<file path="src/rtl/opaddr_pkg.sv">
package opaddr_pkg;
   typedef enum logic [1:0] {
      SEG_ES = 2'b00,
      SEG_CS = 2'b01,
      SEG_SS = 2'b10,
      SEG_DS = 2'b11
   } seg_id_e;

   typedef enum logic [1:0] {
      MOD_NODISP = 2'b00,
      MOD_DISP8  = 2'b01,
      MOD_DISP16 = 2'b10,
      MOD_REG    = 2'b11
   } mod_e;

   localparam int unsigned NUM_SEGS = 4;
endpackage

</file>
<file path="src/rtl/oa_offset.sv">
module oa_offset #(
   parameter int unsigned OFS_W   = 16,
   parameter int unsigned SHORT_W = 8
) (
   input  logic [1:0]       mode,
   input  logic [2:0]       rm,
   input  logic [OFS_W-1:0] disp,
   input  logic [OFS_W-1:0] bx_val,
   input  logic [OFS_W-1:0] bp_val,
   input  logic [OFS_W-1:0] si_val,
   input  logic [OFS_W-1:0] di_val,
   output logic [OFS_W-1:0] offset,
   output logic             uses_bp
);
   import opaddr_pkg::*;
   localparam int unsigned EXT_W = OFS_W - SHORT_W;

   logic [OFS_W-1:0] base_v, idx_v, disp_x;
   logic             direct;

   always_comb begin
      case (mode)
         MOD_DISP8:  disp_x = {{EXT_W{disp[SHORT_W-1]}}, disp[SHORT_W-1:0]};
         MOD_DISP16: disp_x = disp;
         default:    disp_x = '0;
      endcase
   end

   always_comb begin
      base_v  = '0;
      idx_v   = '0;
      uses_bp = 1'b0;
      case (rm)
         3'd0: begin base_v = bx_val; idx_v = si_val; end
         3'd1: begin base_v = bx_val; idx_v = di_val; end
         3'd2: begin base_v = bp_val; idx_v = si_val; uses_bp = 1'b1; end
         3'd3: begin base_v = bp_val; idx_v = di_val; uses_bp = 1'b1; end
         3'd4: idx_v = si_val;
         3'd5: idx_v = di_val;
         3'd6: begin base_v = bp_val; uses_bp = 1'b1; end
         default: base_v = bx_val;
      endcase
      direct = (mode == MOD_NODISP) && (rm == 3'd6);
      if (direct) begin
         uses_bp = 1'b0;
         offset  = disp;
      end else begin
         offset  = base_v + idx_v + disp_x;
      end
   end
endmodule

</file>
<file path="src/rtl/oa_segsel.sv">
module oa_segsel #(
   parameter int unsigned SEG_W = 16
) (
   input  logic [3:0][SEG_W-1:0] segs,
   input  logic                  uses_bp,
   input  logic                  ovr_en,
   input  logic [1:0]            ovr_sel,
   output logic [SEG_W-1:0]      seg_val
);
   import opaddr_pkg::*;

   logic [1:0]          pick;
   logic [NUM_SEGS-1:0] pick_oh;
   logic [NUM_SEGS-1:0][SEG_W-1:0] masked;

   always_comb begin
      if (ovr_en)       pick = ovr_sel;
      else if (uses_bp) pick = SEG_SS;
      else              pick = SEG_DS;
   end

   genvar g;
   generate
      for (g = 0; g < NUM_SEGS; g++) begin : g_lane
         assign pick_oh[g] = (pick == g[1:0]);
         assign masked[g]  = pick_oh[g] ? segs[g] : '0;
      end
   endgenerate

   always_comb begin
      seg_val = '0;
      for (int i = 0; i < NUM_SEGS; i++) seg_val = seg_val | masked[i];
   end
endmodule

</file>
<file path="src/rtl/oa_phys.sv">
module oa_phys #(
   parameter int unsigned OFS_W     = 16,
   parameter int unsigned SEG_SHIFT = 4,
   localparam int unsigned PA_W     = OFS_W + SEG_SHIFT
) (
   input  logic [OFS_W-1:0] seg_val,
   input  logic [OFS_W-1:0] offset,
   output logic [PA_W-1:0]  phys
);
   logic [PA_W-1:0] seg_sh, ofs_z;
   assign seg_sh = {seg_val, {SEG_SHIFT{1'b0}}};
   assign ofs_z  = PA_W'(offset);
   assign phys   = seg_sh + ofs_z;
endmodule

</file>
<file path="src/rtl/opaddr_gen.sv">
module opaddr_gen #(
   parameter int unsigned OFS_W     = 16,
   parameter int unsigned SHORT_W   = 8,
   parameter int unsigned SEG_SHIFT = 4,
   localparam int unsigned PA_W     = OFS_W + SEG_SHIFT
) (
   input  logic             clk,
   input  logic             rst_n,
   input  logic             in_valid,
   input  logic             io_mode,
   input  logic [1:0]       mode,
   input  logic [2:0]       rm,
   input  logic [OFS_W-1:0] disp,
   input  logic [OFS_W-1:0] bx_val,
   input  logic [OFS_W-1:0] bp_val,
   input  logic [OFS_W-1:0] si_val,
   input  logic [OFS_W-1:0] di_val,
   input  logic [OFS_W-1:0] seg_es,
   input  logic [OFS_W-1:0] seg_cs,
   input  logic [OFS_W-1:0] seg_ss,
   input  logic [OFS_W-1:0] seg_ds,
   input  logic             ovr_en,
   input  logic [1:0]       ovr_sel,
   input  logic [OFS_W-1:0] port_num,
   output logic             out_valid,
   output logic [PA_W-1:0]  phys_addr,
   output logic [OFS_W-1:0] out_offset,
   output logic             reg_operand
);
   import opaddr_pkg::*;

   generate
      if (SHORT_W < 1 || SHORT_W >= OFS_W) begin : g_bad_short
         $error("SHORT_W must lie between 1 and OFS_W-1");
      end
      if (SEG_SHIFT < 1) begin : g_bad_shift
         $error("SEG_SHIFT must be at least 1");
      end
   endgenerate

   logic [3:0][OFS_W-1:0] segs;
   logic [OFS_W-1:0]      ofs_c, seg_c;
   logic [PA_W-1:0]       phys_c, phys_n;
   logic [OFS_W-1:0]      ofs_n;
   logic                  bp_c, reg_n;

   assign segs[SEG_ES] = seg_es;
   assign segs[SEG_CS] = seg_cs;
   assign segs[SEG_SS] = seg_ss;
   assign segs[SEG_DS] = seg_ds;

   oa_offset #(.OFS_W(OFS_W), .SHORT_W(SHORT_W)) u_ofs (
      .mode(mode), .rm(rm), .disp(disp),
      .bx_val(bx_val), .bp_val(bp_val), .si_val(si_val), .di_val(di_val),
      .offset(ofs_c), .uses_bp(bp_c)
   );

   oa_segsel #(.SEG_W(OFS_W)) u_seg (
      .segs(segs), .uses_bp(bp_c), .ovr_en(ovr_en), .ovr_sel(ovr_sel),
      .seg_val(seg_c)
   );

   oa_phys #(.OFS_W(OFS_W), .SEG_SHIFT(SEG_SHIFT)) u_phys (
      .seg_val(seg_c), .offset(ofs_c), .phys(phys_c)
   );

   always_comb begin
      if (io_mode) begin
         phys_n = PA_W'(port_num);
         ofs_n  = port_num;
         reg_n  = 1'b0;
      end else if (mode == MOD_REG) begin
         phys_n = '0;
         ofs_n  = '0;
         reg_n  = 1'b1;
      end else begin
         phys_n = phys_c;
         ofs_n  = ofs_c;
         reg_n  = 1'b0;
      end
   end

   always_ff @(posedge clk) begin
      if (!rst_n) begin
         out_valid   <= 1'b0;
         phys_addr   <= '0;
         out_offset  <= '0;
         reg_operand <= 1'b0;
      end else begin
         out_valid <= in_valid;
         if (in_valid) begin
            phys_addr   <= phys_n;
            out_offset  <= ofs_n;
            reg_operand <= reg_n;
         end
      end
   end
endmodule

</file>
<file path="config.mk">
export PLATFORM = sky130hd
export DESIGN_NAME = opaddr_gen
export DESIGN_NICKNAME = d
export VERILOG_FILES = /design/src/rtl/opaddr_pkg.sv /design/src/rtl/oa_offset.sv /design/src/rtl/oa_segsel.sv /design/src/rtl/oa_phys.sv /design/src/rtl/opaddr_gen.sv
export SDC_FILE = /design/constraint.sdc
export NUM_CORES = 1
export LEC_CHECK = 0
export BUFFER_PORTS_ARGS = -buffer_cell sky130_fd_sc_hd__buf_4
export CAP_MARGIN = 10
export CORE_ASPECT_RATIO = 0.9
export CORE_MARGIN = 2
export CORE_UTILIZATION = 40
export DETAILED_ROUTE_END_ITERATION = 8
export GPL_TIMING_DRIVEN = 0
export PLACE_DENSITY = 0.72
export SLEW_MARGIN = 20
export SYNTH_ARGS = -nofsm -noshare
export SYNTH_HDL_FRONTEND = slang
export SYNTH_SLANG_ARGS = --single-unit
</file>
<file path="constraint.sdc">
create_clock -name clk -period 6.5 [get_ports clk]
set_clock_uncertainty 0.1 [all_clocks]
set_input_delay 1.3 -clock clk [delete_from_list [all_inputs] [get_ports clk]]
set_output_delay 1.3 -clock clk [all_outputs]
set_load 0.1 [all_outputs]
</file>
==> results of run 1 <==
stage by stage:
step                cells  hold WS (ns)  TNS (ns)
finish               1010         0.360         0
global route         1010         0.385         0
CTS                  1009         0.357         0
detailed placement   1001         0.344     -1.34
global placement     1001         0.338     -1.09
floorplan             638         0.769         0
cells in the mapped netlist (5+ instances only):
library cell / count / area [µm²]
fa_1: 17 / 340
buf_4: 5 / 37.5
a31oi_1: 8 / 50.1
inv_1: 39 / 146
ha_1: 30 / 375
mux2i_1: 35 / 350
nor2b_1: 16 / 100
dfxtp_1: 34 / 681
o21ai_1: 6 / 30.0
a211oi_1: 21 / 158
a21oi_1: 74 / 370
mux2_2: 21 / 236
o21ai_0: 42 / 210
buf_2: 9 / 45.0
o211ai_1: 8 / 60.1
a22o_1: 16 / 140
clkbuf_1: 23 / 86.3
xor2_1: 8 / 70.1
a22oi_1: 6 / 45.0
xnor2_1: 15 / 131
nor2_1: 43 / 161
nand2_1: 90 / 338
nand2b_1: 6 / 37.5
o21a_1: 5 / 37.5
a21o_1: 7 / 52.6
layer usage:
| metal | global-route usage, % | share of wire [%] |
|---|---|---|
| met5 | 0 | 0 |
| met2 | 46.0 | 47 |
| met4 | 5.27 | 1.7 |
| met3 | 6.49 | 9.0 |
| met1 | 32.0 | 42 |
worst register-to-register path: cells and delay by family, from the launching register on:
kind / cells / cell delay (ns)
AOI/OAI and AO/OA: 2 / 0.42
DFF: 1 / 0.32
power by group:
group          switching [mW]  internal [mW]  total, mW
Sequential             0.0142          0.232      0.246
Clock                  0.0948          0.220      0.315
Combinational           0.688          0.448       1.14
kinds of logic after synthesis:
logic type                 Yosys count
DFF                                 34
xor gates and xnor gates            24
buffers and inverters               81
adders and majority gates           47
AOI/OAI and AO/OA                  218
and+or+nand+nor                    178
muxes                               56
final timing paths:
path	cells after the start	slack, ns	endpoint
hold / removal	2	0.36	phys_addr[19]
setup reg to reg	2	5.55	out_offset[13]
hold reg to reg	2	0.36	phys_addr[19]
setup / recovery	24	0.31	phys_addr[17]
flip-flops by register name, summed over array words and instances, names as in the netlist:
signal	count
out_offset	12
out_valid	1
phys_addr	20
reg_operand	1
timing repair:
item                       in CTS  in global routing
setup endpoints to repair       4                  7
hold endpoints to repair        0                  0
resized for setup               1                 15
pin swaps                       0                  0
setup buffers                   0                  2
cell type report:
class                   count  share of cell area [%]
clock inverters             3                    1.03
multi-input cells         523                    55.5
flip-flops and latches     34                    10.2
well taps                 156                    2.91
plain buffers              40                    2.84
repair buffers            209                    23.4
clock buffers               5                    1.87
inverters                  40                    2.30
==> results.md, run 1 <==
* Synth Area in Simple Gates at 16.8%
* Via count at 5573
* Hold Crit Start: phys_addr[19]
* Worst setup SP type: input pin
* CTS buffer count at 5
* Drt first pass iters at 5
* Worst skew pair latency at 0.28 ns
* Grt total ovfl at 0
* Cell chain of the critical path: buf_4 > inv_1 > ha_1 > buf_2 > o21a_2 > nand2_1 > fa_1 > inv_1 > ha_1 > fa_1 > a211oi_1 > o21ai_1 > o2111ai_2 > o21ai_1 > xor2_1 > mux2_2 > ha_1 > nand2_1 > o21ai_0 > a31o_2 > a21oi_1 > nor2_1 > xnor2_1 > o21ai_0
* Most common cell after layout, fill and taps aside: buf_4
* Worst min path class: register to register
* Clock buffer depth at 2
* Crit path buf inv count at 4
* Reg2reg start: out_offset[13]
* Endpoints failing hold at 0
* Syn avg cell area at 7.39 µm²
* Layout Nets at 1072
* Routed WL per cell at 16.4 µm
* # setup viols final at 0
* Leak Pwr at 3.31 nW
* PnR worst setup slack at 0.307 ns
* Net Count, Synth at 857
* Fraction of registers with async set/reset at 0%
* Max-cap violations at 0
* Number of cell rows at 37
* Die width at 118 µm
* Port Buffer Count at 207
* Least-Margin Pin Slew at 0.583 ns
* Via/cell ratio at 5.52
* Xor/xnor cell area share of the yosys netlist at 4.75%
* HPWL Detailed at 14000 µm
* Multi-input logic area at 3710 µm²
* Gp weighted congestion at 0.944
* CTS H-tree lvls at 2
* YS warnings at 0
* Std-Cell Core Area at 11500 µm²
* CP max stage cell: fa_1
* Top FF cell, synth: dfxtp_1
* RSZ-0062 raised after global routing: no
* CP Data Arrival Time at 6.30 ns
* Most frequent CP cell: ha_1
* Largest family of logic cells by synthesized area: compound AO/OA/AOI/OAI gates
* Critical path class: input pin to register
* Area growth syn-to-layout at 42.1%
* Clk slew on worst S/H paths at 0.06 ns
* Cell Area, Placed at 6460 µm²
* Final period util at 95.3%
* Pins over their slew limit at 0
* Fmax at 0.161 GHz
* Mux contribution to synthesized area at 12.5%
* Tmin final at 6.19 ns
* Synthesized area at 4710 µm²
* Power after layout at 1.70 mW
* Slew margin rel. at 61.1%
* Status: completed
* Vias in the first global route at 5617
* Root Driver: clkbuf_16
* Hold_buf cts at 0
* CTS tree: built
* Synth Area in Adders at 15.2%
* Most frequent cells in the layout: buf_4, nand2_1, a21oi_1, nor2_1, o21ai_0
* Synth Register Bits at 34
* Sequential cell area at 681 µm²
* Fraction of layout cells with a size suffix above 1 at 32.0%
* Top Family by Delay on Critical Path: compound AO/OA/AOI/OAI gates
* Util after Layout at 58.3%
* # clock sinks at 34
* Nature of the critical path endpoint: register
* Post-synth EDFFs at 0
* Pre-CTS setup slack at -0.303 ns
* Worst-path fanout max at 9
* First-pass GRT wire length at 26500 µm
* Worst vdd ir at 0.142 mV
* Top Ports at 210
* Post-DRT Antenna Nets at 0
* Initial antenna violation count at 0
* Die height at 107 µm
* Synth Area in Compound Gates at 29.3%
* Yosys cell types at 53
* DRC at 0
* DRT iter0 DRCs at 413
* Critical path startpoint: mode[0]
* CP Data Required Time at 6.61 ns
* Post-synthesis sequential area ratio at 14.4%
* Global Route Usage Sum at 25.9%
* Largest net degree at the start of global routing at 13
* Initial Utilization at 41.0%
* Fillcell total at 1088
* Routed wire length at 16600 µm
* # diodes at 0
* Cells after Synth at 638
* Post-route cell area at 6700 µm²
* Die area at 12700 µm²
* Pwr/cell area at 254 nW/µm²
* Largest stage delay on the critical path at 0.48 ns
(Power assumes the default switching activity.)
==> inputs of run 2 (changes only) <==
--- a/config.mk
+++ b/config.mk
@@ -7,12 +7,14 @@
 export LEC_CHECK = 0
 export BUFFER_PORTS_ARGS = -buffer_cell sky130_fd_sc_hd__buf_4
 export CAP_MARGIN = 10
+export CELL_PAD_IN_SITES_DETAIL_PLACEMENT = 2
+export CELL_PAD_IN_SITES_GLOBAL_PLACEMENT = 2
 export CORE_ASPECT_RATIO = 0.9
 export CORE_MARGIN = 2
-export CORE_UTILIZATION = 40
+export CORE_UTILIZATION = 26
 export DETAILED_ROUTE_END_ITERATION = 8
 export GPL_TIMING_DRIVEN = 0
-export PLACE_DENSITY = 0.72
+export PLACE_DENSITY_LB_ADDON = 0.1
 export SLEW_MARGIN = 20
 export SYNTH_ARGS = -nofsm -noshare
 export SYNTH_HDL_FRONTEND = slang
==> constraint.sdc (replaced) <==
create_clock -name clk -period 6.4 [get_ports clk]
set_clock_uncertainty 0.1 [all_clocks]
set_input_delay 1.28 -clock clk [delete_from_list [all_inputs] [get_ports clk]]
set_output_delay 1.28 -clock clk [all_outputs]
set_load 0.1 [all_outputs]
==> run 2 against run 1 <==
  * Setup slack worse by 0.026 ns
  * Total power up 3.2%
  * Non-clock buffer count down 1
  * Global-route usage down 4.2 points
  * Register-to-register slack worse by 0.16 ns
  * Clock power down 11%
  * Die area up 52%
  * Design area up 1.5%
  * Core utilization down 20 points
  * Routed wire length up 28%
  * Critical path type unchanged
==> results.md, run 2 (synthesized netlist as in run 1, its figures left out) <==
* Status: completed
* Hold_buf cts at 0 (unchanged)
* HPWL Detailed at 18200 µm (+30%)
* # diodes at 0 (unchanged)
* Top reg by flops: phys_addr
* Util after Layout at 38.5% (-20 points)
* Leak Pwr at 3.30 nW (-0.33%)
* Initial antenna violation count at 0 (unchanged)
* Combinational Power Share at 69.8% (+2.8 points)
* First-pass GRT wire length at 33500 µm (+26%)
* Std-Cell Core Area at 17700 µm² (+54%)
* Share of total power in the clock network at 15.9% (-2.7 points)
* DRT iter0 DRCs at 185 (-55%)
* Worst skew pair latency at 0.28 ns (about the same)
* Critical path class: input pin to register
* Endpoints failing hold at 0 (unchanged)
* Die width at 146 µm (+23%)
* CP max stage cell: fa_1
* PnR worst setup slack at 0.281 ns (-0.0261 ns)
* Worst-path fanout max at 10 (+1)
* Multi-input logic area at 3750 µm² (+0.98%)
* Initial Utilization at 26.7% (-14 points)
* Fmax at 0.163 GHz
* Gp weighted congestion at 0.827 (-12%)
* Fraction of layout cells with a size suffix above 1 at 32.2% (+0.27 points)
* Setup TNS at 0 ns (unchanged)
* Most common cell after layout, fill and taps aside: buf_4
* R2r worst-path depth at 2 (unchanged)
* Worst vdd ir at 0.112 mV (-21%)
* Layout Nets at 1071 (-0.093%)
* Seq pwr share at 14.3% (-0.2 points)
* Vias in the first global route at 6388 (+14%)
* Tmin final at 6.12 ns
* Placed Cells incl. Taps at 1085 (+8.4%)
* Routed wire length at 21300 µm (+28%)
* Global Route Usage Sum at 21.7% (-4.2 points)
* Routed WL per cell at 19.5 µm (+18%)
* Sequential cell area at 681 µm² (unchanged)
* Cell depth of the worst hold path at 2 (unchanged)
* Pint at 885 µW (-1.7%)
* Largest register FFs at 20 (unchanged)
* CP Data Arrival Time at 6.22 ns (-0.08 ns)
* DRC at 0 (unchanged)
* Layout Cells excl Fill at 1093 (+8.2%)
* Pwr/cell area at 258 nW/µm² (+1.7%)
* # clock sinks at 34 (unchanged)
* Port Buffer Count at 207 (unchanged)
* Die height at 132 µm (+23%)
* Slew margin rel. at 52.3% (-8.8 points)
* Die area at 19200 µm² (+52%)
* Area growth syn-to-layout at 44.2%
* Most frequent cells in the layout: buf_4, nand2_1, a21oi_1, nor2_1, o21ai_0
* Via count at 5553 (-0.36%)
* Via/cell ratio at 5.08 (-7.9%)
* Worst min path class: register to register
* Least-Margin Pin Slew at 0.716 ns (+0.133 ns)
* Clk slew on worst S/H paths at 0.06 ns (about the same)
* Grt total ovfl at 0 (unchanged)
* CTS tree: built
* Final period util at 95.6%
* CTS H-tree lvls at 2 (unchanged)
* Sw Share at 49.5% (+2.5 points)
* Largest regs: phys_addr x20, out_offset x12
* Nature of the critical path endpoint: register
* Pre-CTS setup slack at -0.569 ns (-0.266 ns)
* Psw at 867 µW (+8.7%)
* Pins over their slew limit at 0 (unchanged)
* # setup viols final at 0 (unchanged)
* CTS buffer count at 5 (unchanged)
* Fillcell total at 2086 (+92%)
* Drt first pass iters at 4 (-1)
* Cell chain of the critical path: buf_2 > buf_2 > mux2i_1 > nor2_1 > a21oi_1 > fa_1 > inv_1 > ha_1 > fa_1 > a211oi_2 > o21ai_1 > a31oi_1 > xnor2_1 > mux2_2 > ha_1 > o21a_1 > o21a_1 > a2111oi_4 > a21oi_1 > xor2_1 > nand2_1 > a31oi_1
* Power after layout at 1.75 mW (+3.2%)
* Root Driver: clkbuf_16
* Max-cap violations at 0 (unchanged)
* Worst setup SP type: input pin
* Number of cell rows at 46 (+24%)
* Clock buffer depth at 2 (unchanged)
* CP Data Required Time at 6.50 ns (-0.11 ns)
* Largest stage delay on the critical path at 0.57 ns (+0.09 ns)
* Largest net degree at the start of global routing at 11 (-2)
* Post-DRT Antenna Nets at 0 (unchanged)
* Top Ports at 210 (unchanged)
run 2: area by class of cell:
class                   count  area share, %
clock inverters             1          0.442
repair buffers            208           23.0
plain buffers              40           2.78
inverters                  40           2.23
well taps                 240           4.42
multi-input cells         523           55.2
clock buffers               7           1.95
flip-flops and latches     34           10.0
run 2: worst paths after layout:
path,startpoint,end,slack (ns)
worst max-delay path,rm[1],phys_addr[14],0.28
worst max register to register,out_offset[15],out_offset[15],5.39
worst min-delay path,phys_addr[19],phys_addr[19],0.37
worst min register to register,phys_addr[19],phys_addr[19],0.37
run 2: power by group through the flow:
stage / clock [mW] / combinational (mW) / sequential [mW]
6_report: 0.279 / 1.22 / 0.251
5_1_grt: 0.294 / 1.34 / 0.253
4_1_cts: 0.282 / 1.20 / 0.251
3_5_place_dp: 0 / 1.19 / 0.255
3_3_place_gp: 0 / 1.14 / 0.253
2_1_floorplan: 0 / 0.667 / 0.418
run 2: repair_timing:
item / in CTS / in global routing
resized for setup: 8 / 14
buffers inserted: 0 / 1
pin swaps: 0 / 2
setup endpoints to repair: 5 / 7
run 2: critical path, delay by kind of cell:
kind                     cells  cell delay, ns
adder cells (fa/ha/maj)      4            1.63
multiplexers                 2            0.44
AND/OR/NAND/NOR              2            0.18
buffers and inverters        3            0.59
XOR/XNOR                     2            0.28
AO/OA/AOI/OAI                9            1.82
run 2: per-stage QoR:
stage	instance area [µm²]	hold slack (ns)
5_1_grt	6800	0.392
3_3_place_gp	6570	0.344
4_1_cts	6740	0.370
2_1_floorplan	4710	0.769
3_5_place_dp	6570	0.360
6_report	6800	0.369
run 2: metal layers:
layer	routed length [µm]	part of all wire, %	vias up	global-route usage (%)
met5	0	0	-	0
met1	9770	46	2710	28.4
met3	1030	4.8	14	4.10
met4	140	0.66	0	2.67
met2	10300	49	143	38.1
li1	-	-	2686	-
==> inputs of run 3 (changes only) <==
--- a/config.mk
+++ b/config.mk
@@ -13,7 +13,6 @@
 export CORE_MARGIN = 2
 export CORE_UTILIZATION = 26
 export DETAILED_ROUTE_END_ITERATION = 8
-export GPL_TIMING_DRIVEN = 0
 export PLACE_DENSITY_LB_ADDON = 0.1
 export SLEW_MARGIN = 20
 export SYNTH_ARGS = -nofsm -noshare
==> run 3 against run 2 <==
  * Count of clock-buffer cells in the layout is the same
  * Clock power shrank 12%
  * Critical path depth is the same
  * Fmax grew 2.5%
  * Register-to-register slack gained 0.07 ns
  * Routed wire length shrank 5.3%
  * Critical path type unchanged
  * Largest cell class unchanged
==> results.md, run 3 (synthesized netlist as in run 1, its figures left out) <==
* Initial Utilization at 26.7% (unchanged)
* Pins over their slew limit at 0 (unchanged)
* Worst-path fanout max at 15 (+5)
* PnR worst setup slack at 0.430 ns (+0.150 ns)
* Routed wire length at 20100 µm (-5.3%)
* Pre-CTS setup slack at 0.157 ns (+0.726 ns)
* Std-Cell Core Area at 17700 µm² (unchanged)
* Worst min path class: register to register
* Most common cell after layout, fill and taps aside: buf_4
* Top Ports at 210 (unchanged)
* Largest net degree at the start of global routing at 54 (+43)
* Layout Cells excl Fill at 1070 (-2.1%)
* Combinational Power Share at 70.3% (+0.5 points)
* Port Buffer Count at 209 (+0.97%)
* # setup viols final at 0 (unchanged)
* Critical path class: input pin to register
* # diodes at 0 (unchanged)
* Cell chain of the critical path: buf_4 > and2_1 > buf_4 > a22o_1 > a21oi_1 > fa_1 > inv_1 > ha_1 > a21o_1 > a21oi_1 > a211oi_1 > o21ai_1 > mux2_2 > or2_2 > ha_1 > a21oi_1 > o21ai_0 > a31o_2 > a21oi_1 > nor2_1 > xnor2_1 > o21ai_0
* RSZ-0062 raised after global routing: no
* Status: completed
* Pint at 847 µW (-4.3%)
* Fraction of layout cells with a size suffix above 1 at 31.7% (-0.55 points)
* Worst vdd ir at 0.0896 mV (-20%)
* Setup TNS at 0 ns (unchanged)
* Post-DRT Antenna Nets at 0 (unchanged)
* Area growth syn-to-layout at 41.4%
* Top reg by flops: phys_addr
* Via count at 5385 (-3.0%)
* Largest register FFs at 20 (unchanged)
* HPWL Detailed at 17400 µm (-4.5%)
* Tmin final at 5.97 ns (-0.150 ns)
* CTS H-tree lvls at 2 (unchanged)
* CTS buffer count at 5 (unchanged)
* Capturing point of the worst reg2reg path: out_offset[13]
* Gp weighted congestion at 0.819 (-0.94%)
* Reg2reg start: out_offset[13]
* Fmax at 0.168 GHz (+2.5%)
* CTS tree: built
* Share of total power in the clock network at 14.7% (-1.2 points)
* Post-route cell area at 6670 µm² (-1.9%)
* Drt first pass iters at 4 (unchanged)
* R2r worst-path depth at 2 (unchanged)
* CP Data Arrival Time at 6.03 ns (-0.19 ns)
* Leak Pwr at 3.26 nW (-1.2%)
* Seq pwr share at 15.0% (+0.7 points)
* Largest regs: phys_addr x20, out_offset x12
* Worst setup SP type: input pin
* Initial antenna violation count at 0 (unchanged)
* First-pass GRT wire length at 32500 µm (-3.0%)
* Final period util at 93.3% (-2.3 points)
* Worst setup endpoint: phys_addr[17]
* Global Route Usage Sum at 20.8% (-0.86 points)
* Via/cell ratio at 5.03 (-0.94%)
* Critical path startpoint: rm[0]
* Worst skew pair latency at 0.28 ns (about the same)
* Layout Nets at 1048 (-2.1%)
* DRT iter0 DRCs at 116 (-37%)
* CP max stage cell: fa_1
* Least-Margin Pin Slew at 0.584 ns (-0.132 ns)
* Cell Area, Placed at 6520 µm² (-0.74%)
* Largest stage delay on the critical path at 0.55 ns (-0.02 ns)
* Cts repair resizes at 0 (-8)
* CP Data Required Time at 6.46 ns (-0.04 ns)
* Die area at 19200 µm² (unchanged)
* Placed Cells incl. Taps at 1062 (-2.1%)
* Number of cell rows at 46 (unchanged)
* Psw at 820 µW (-5.4%)
* Most frequent cells in the layout: buf_4, nand2_1, a21oi_1, nor2_1, o21ai_0
* Die width at 146 µm (unchanged)
* Clk slew on worst S/H paths at 0.06 ns (about the same)
* Worst R2R Setup Slack at 5.46 ns (+0.07 ns)
* Clock buffer depth at 2 (unchanged)
* Routed WL per cell at 18.8 µm (-3.3%)
* Max-cap violations at 0 (unchanged)
* Vias in the first global route at 6078 (-4.9%)
* Pwr/cell area at 250 nW/µm² (-3.0%)
* Nature of the critical path endpoint: register
* Slew margin rel. at 60.7% (+8.4 points)
* DRC at 0 (unchanged)
* Grt total ovfl at 0 (unchanged)
* Power after layout at 1.67 mW (-4.8%)
* Die height at 132 µm (unchanged)
* Root Driver: clkbuf_16
* Hold_buf cts at 0 (unchanged)
* Sw Share at 49.2% (-0.30 points)
* Post-CTS Setup Inserts at 0 (unchanged)
* # clock sinks at 34 (unchanged)
* Endpoints failing hold at 0 (unchanged)
* Most frequent CP cell: a21oi_1
## run 3: cell count changes in the layout (fill, tap and decap cells not counted), sizes merged
cell,before,now
clkbuf,29,7
buf,226,225
bufinv,1,0
clkinv,1,2
## run 3: through the flow
step,utilization [%],hold slack [ns]
CTS,37.7,0.371
global placement,36.9,0.343
detailed placement,36.9,0.360
global route,37.7,0.389
finish,37.7,0.365
floorplan,-,0.769
## run 3: how the worst min path moves through the flow
stage	startpoint	endpoint	slack [ns]	cells past startpoint
6_report	phys_addr[18]	phys_addr[18]	0.37	2
3_3_place_gp	phys_addr[19]	phys_addr[19]	0.34	2
3_5_place_dp	phys_addr[18]	phys_addr[18]	0.36	2
2_1_floorplan	phys_addr[18]	phys_addr[18]	0.77	2
5_1_grt	phys_addr[19]	phys_addr[19]	0.39	2
4_1_cts	phys_addr[18]	phys_addr[18]	0.37	2
## run 3: worst max-delay path, delay by kind of cell
family	cells	cell delay, ns
muxes	1	0.38
and+or+nand+nor	3	0.56
AOI/OAI and AO/OA	11	1.97
buffers and inverters	3	0.44
adders and majority gates	3	1.24
xor gates and xnor gates	1	0.16
## run 3: layout make-up
| cell class | instances | area [µm²] |
|---|---|---|
| multi-input cells | 523 | 3700 |
| well taps | 240 | 300 |
| clock buffers | 7 | 143 |
| clock inverters | 1 | 5.00 |
| flip-flops and latches | 34 | 681 |
| fillers | 2138 | 11000 |
| inverters | 40 | 150 |
| repair buffers | 225 | 1690 |
## run 3: layer usage
metal  track usage (%)  routed length [µm]  vias to the layer above
li1                  -                   -                     2645
met1              27.4                9280                     2599
met2              36.9                9800                      137
met3              3.82                 986                        4
met4              1.74                  67                        0
met5                 0                   0                        -
## run 3: power groups by stage
| stage | sequential [mW] | combinational (mW) | clock [mW] |
|---|---|---|---|
| final | 0.250 | 1.17 | 0.245 |
| after global routing | 0.253 | 1.30 | 0.261 |
| after CTS | 0.250 | 1.19 | 0.253 |
| after detailed placement | 0.254 | 1.18 | 0 |
| after global placement | 0.253 | 1.16 | 0 |
| after floorplan | 0.418 | 0.667 | 0 |
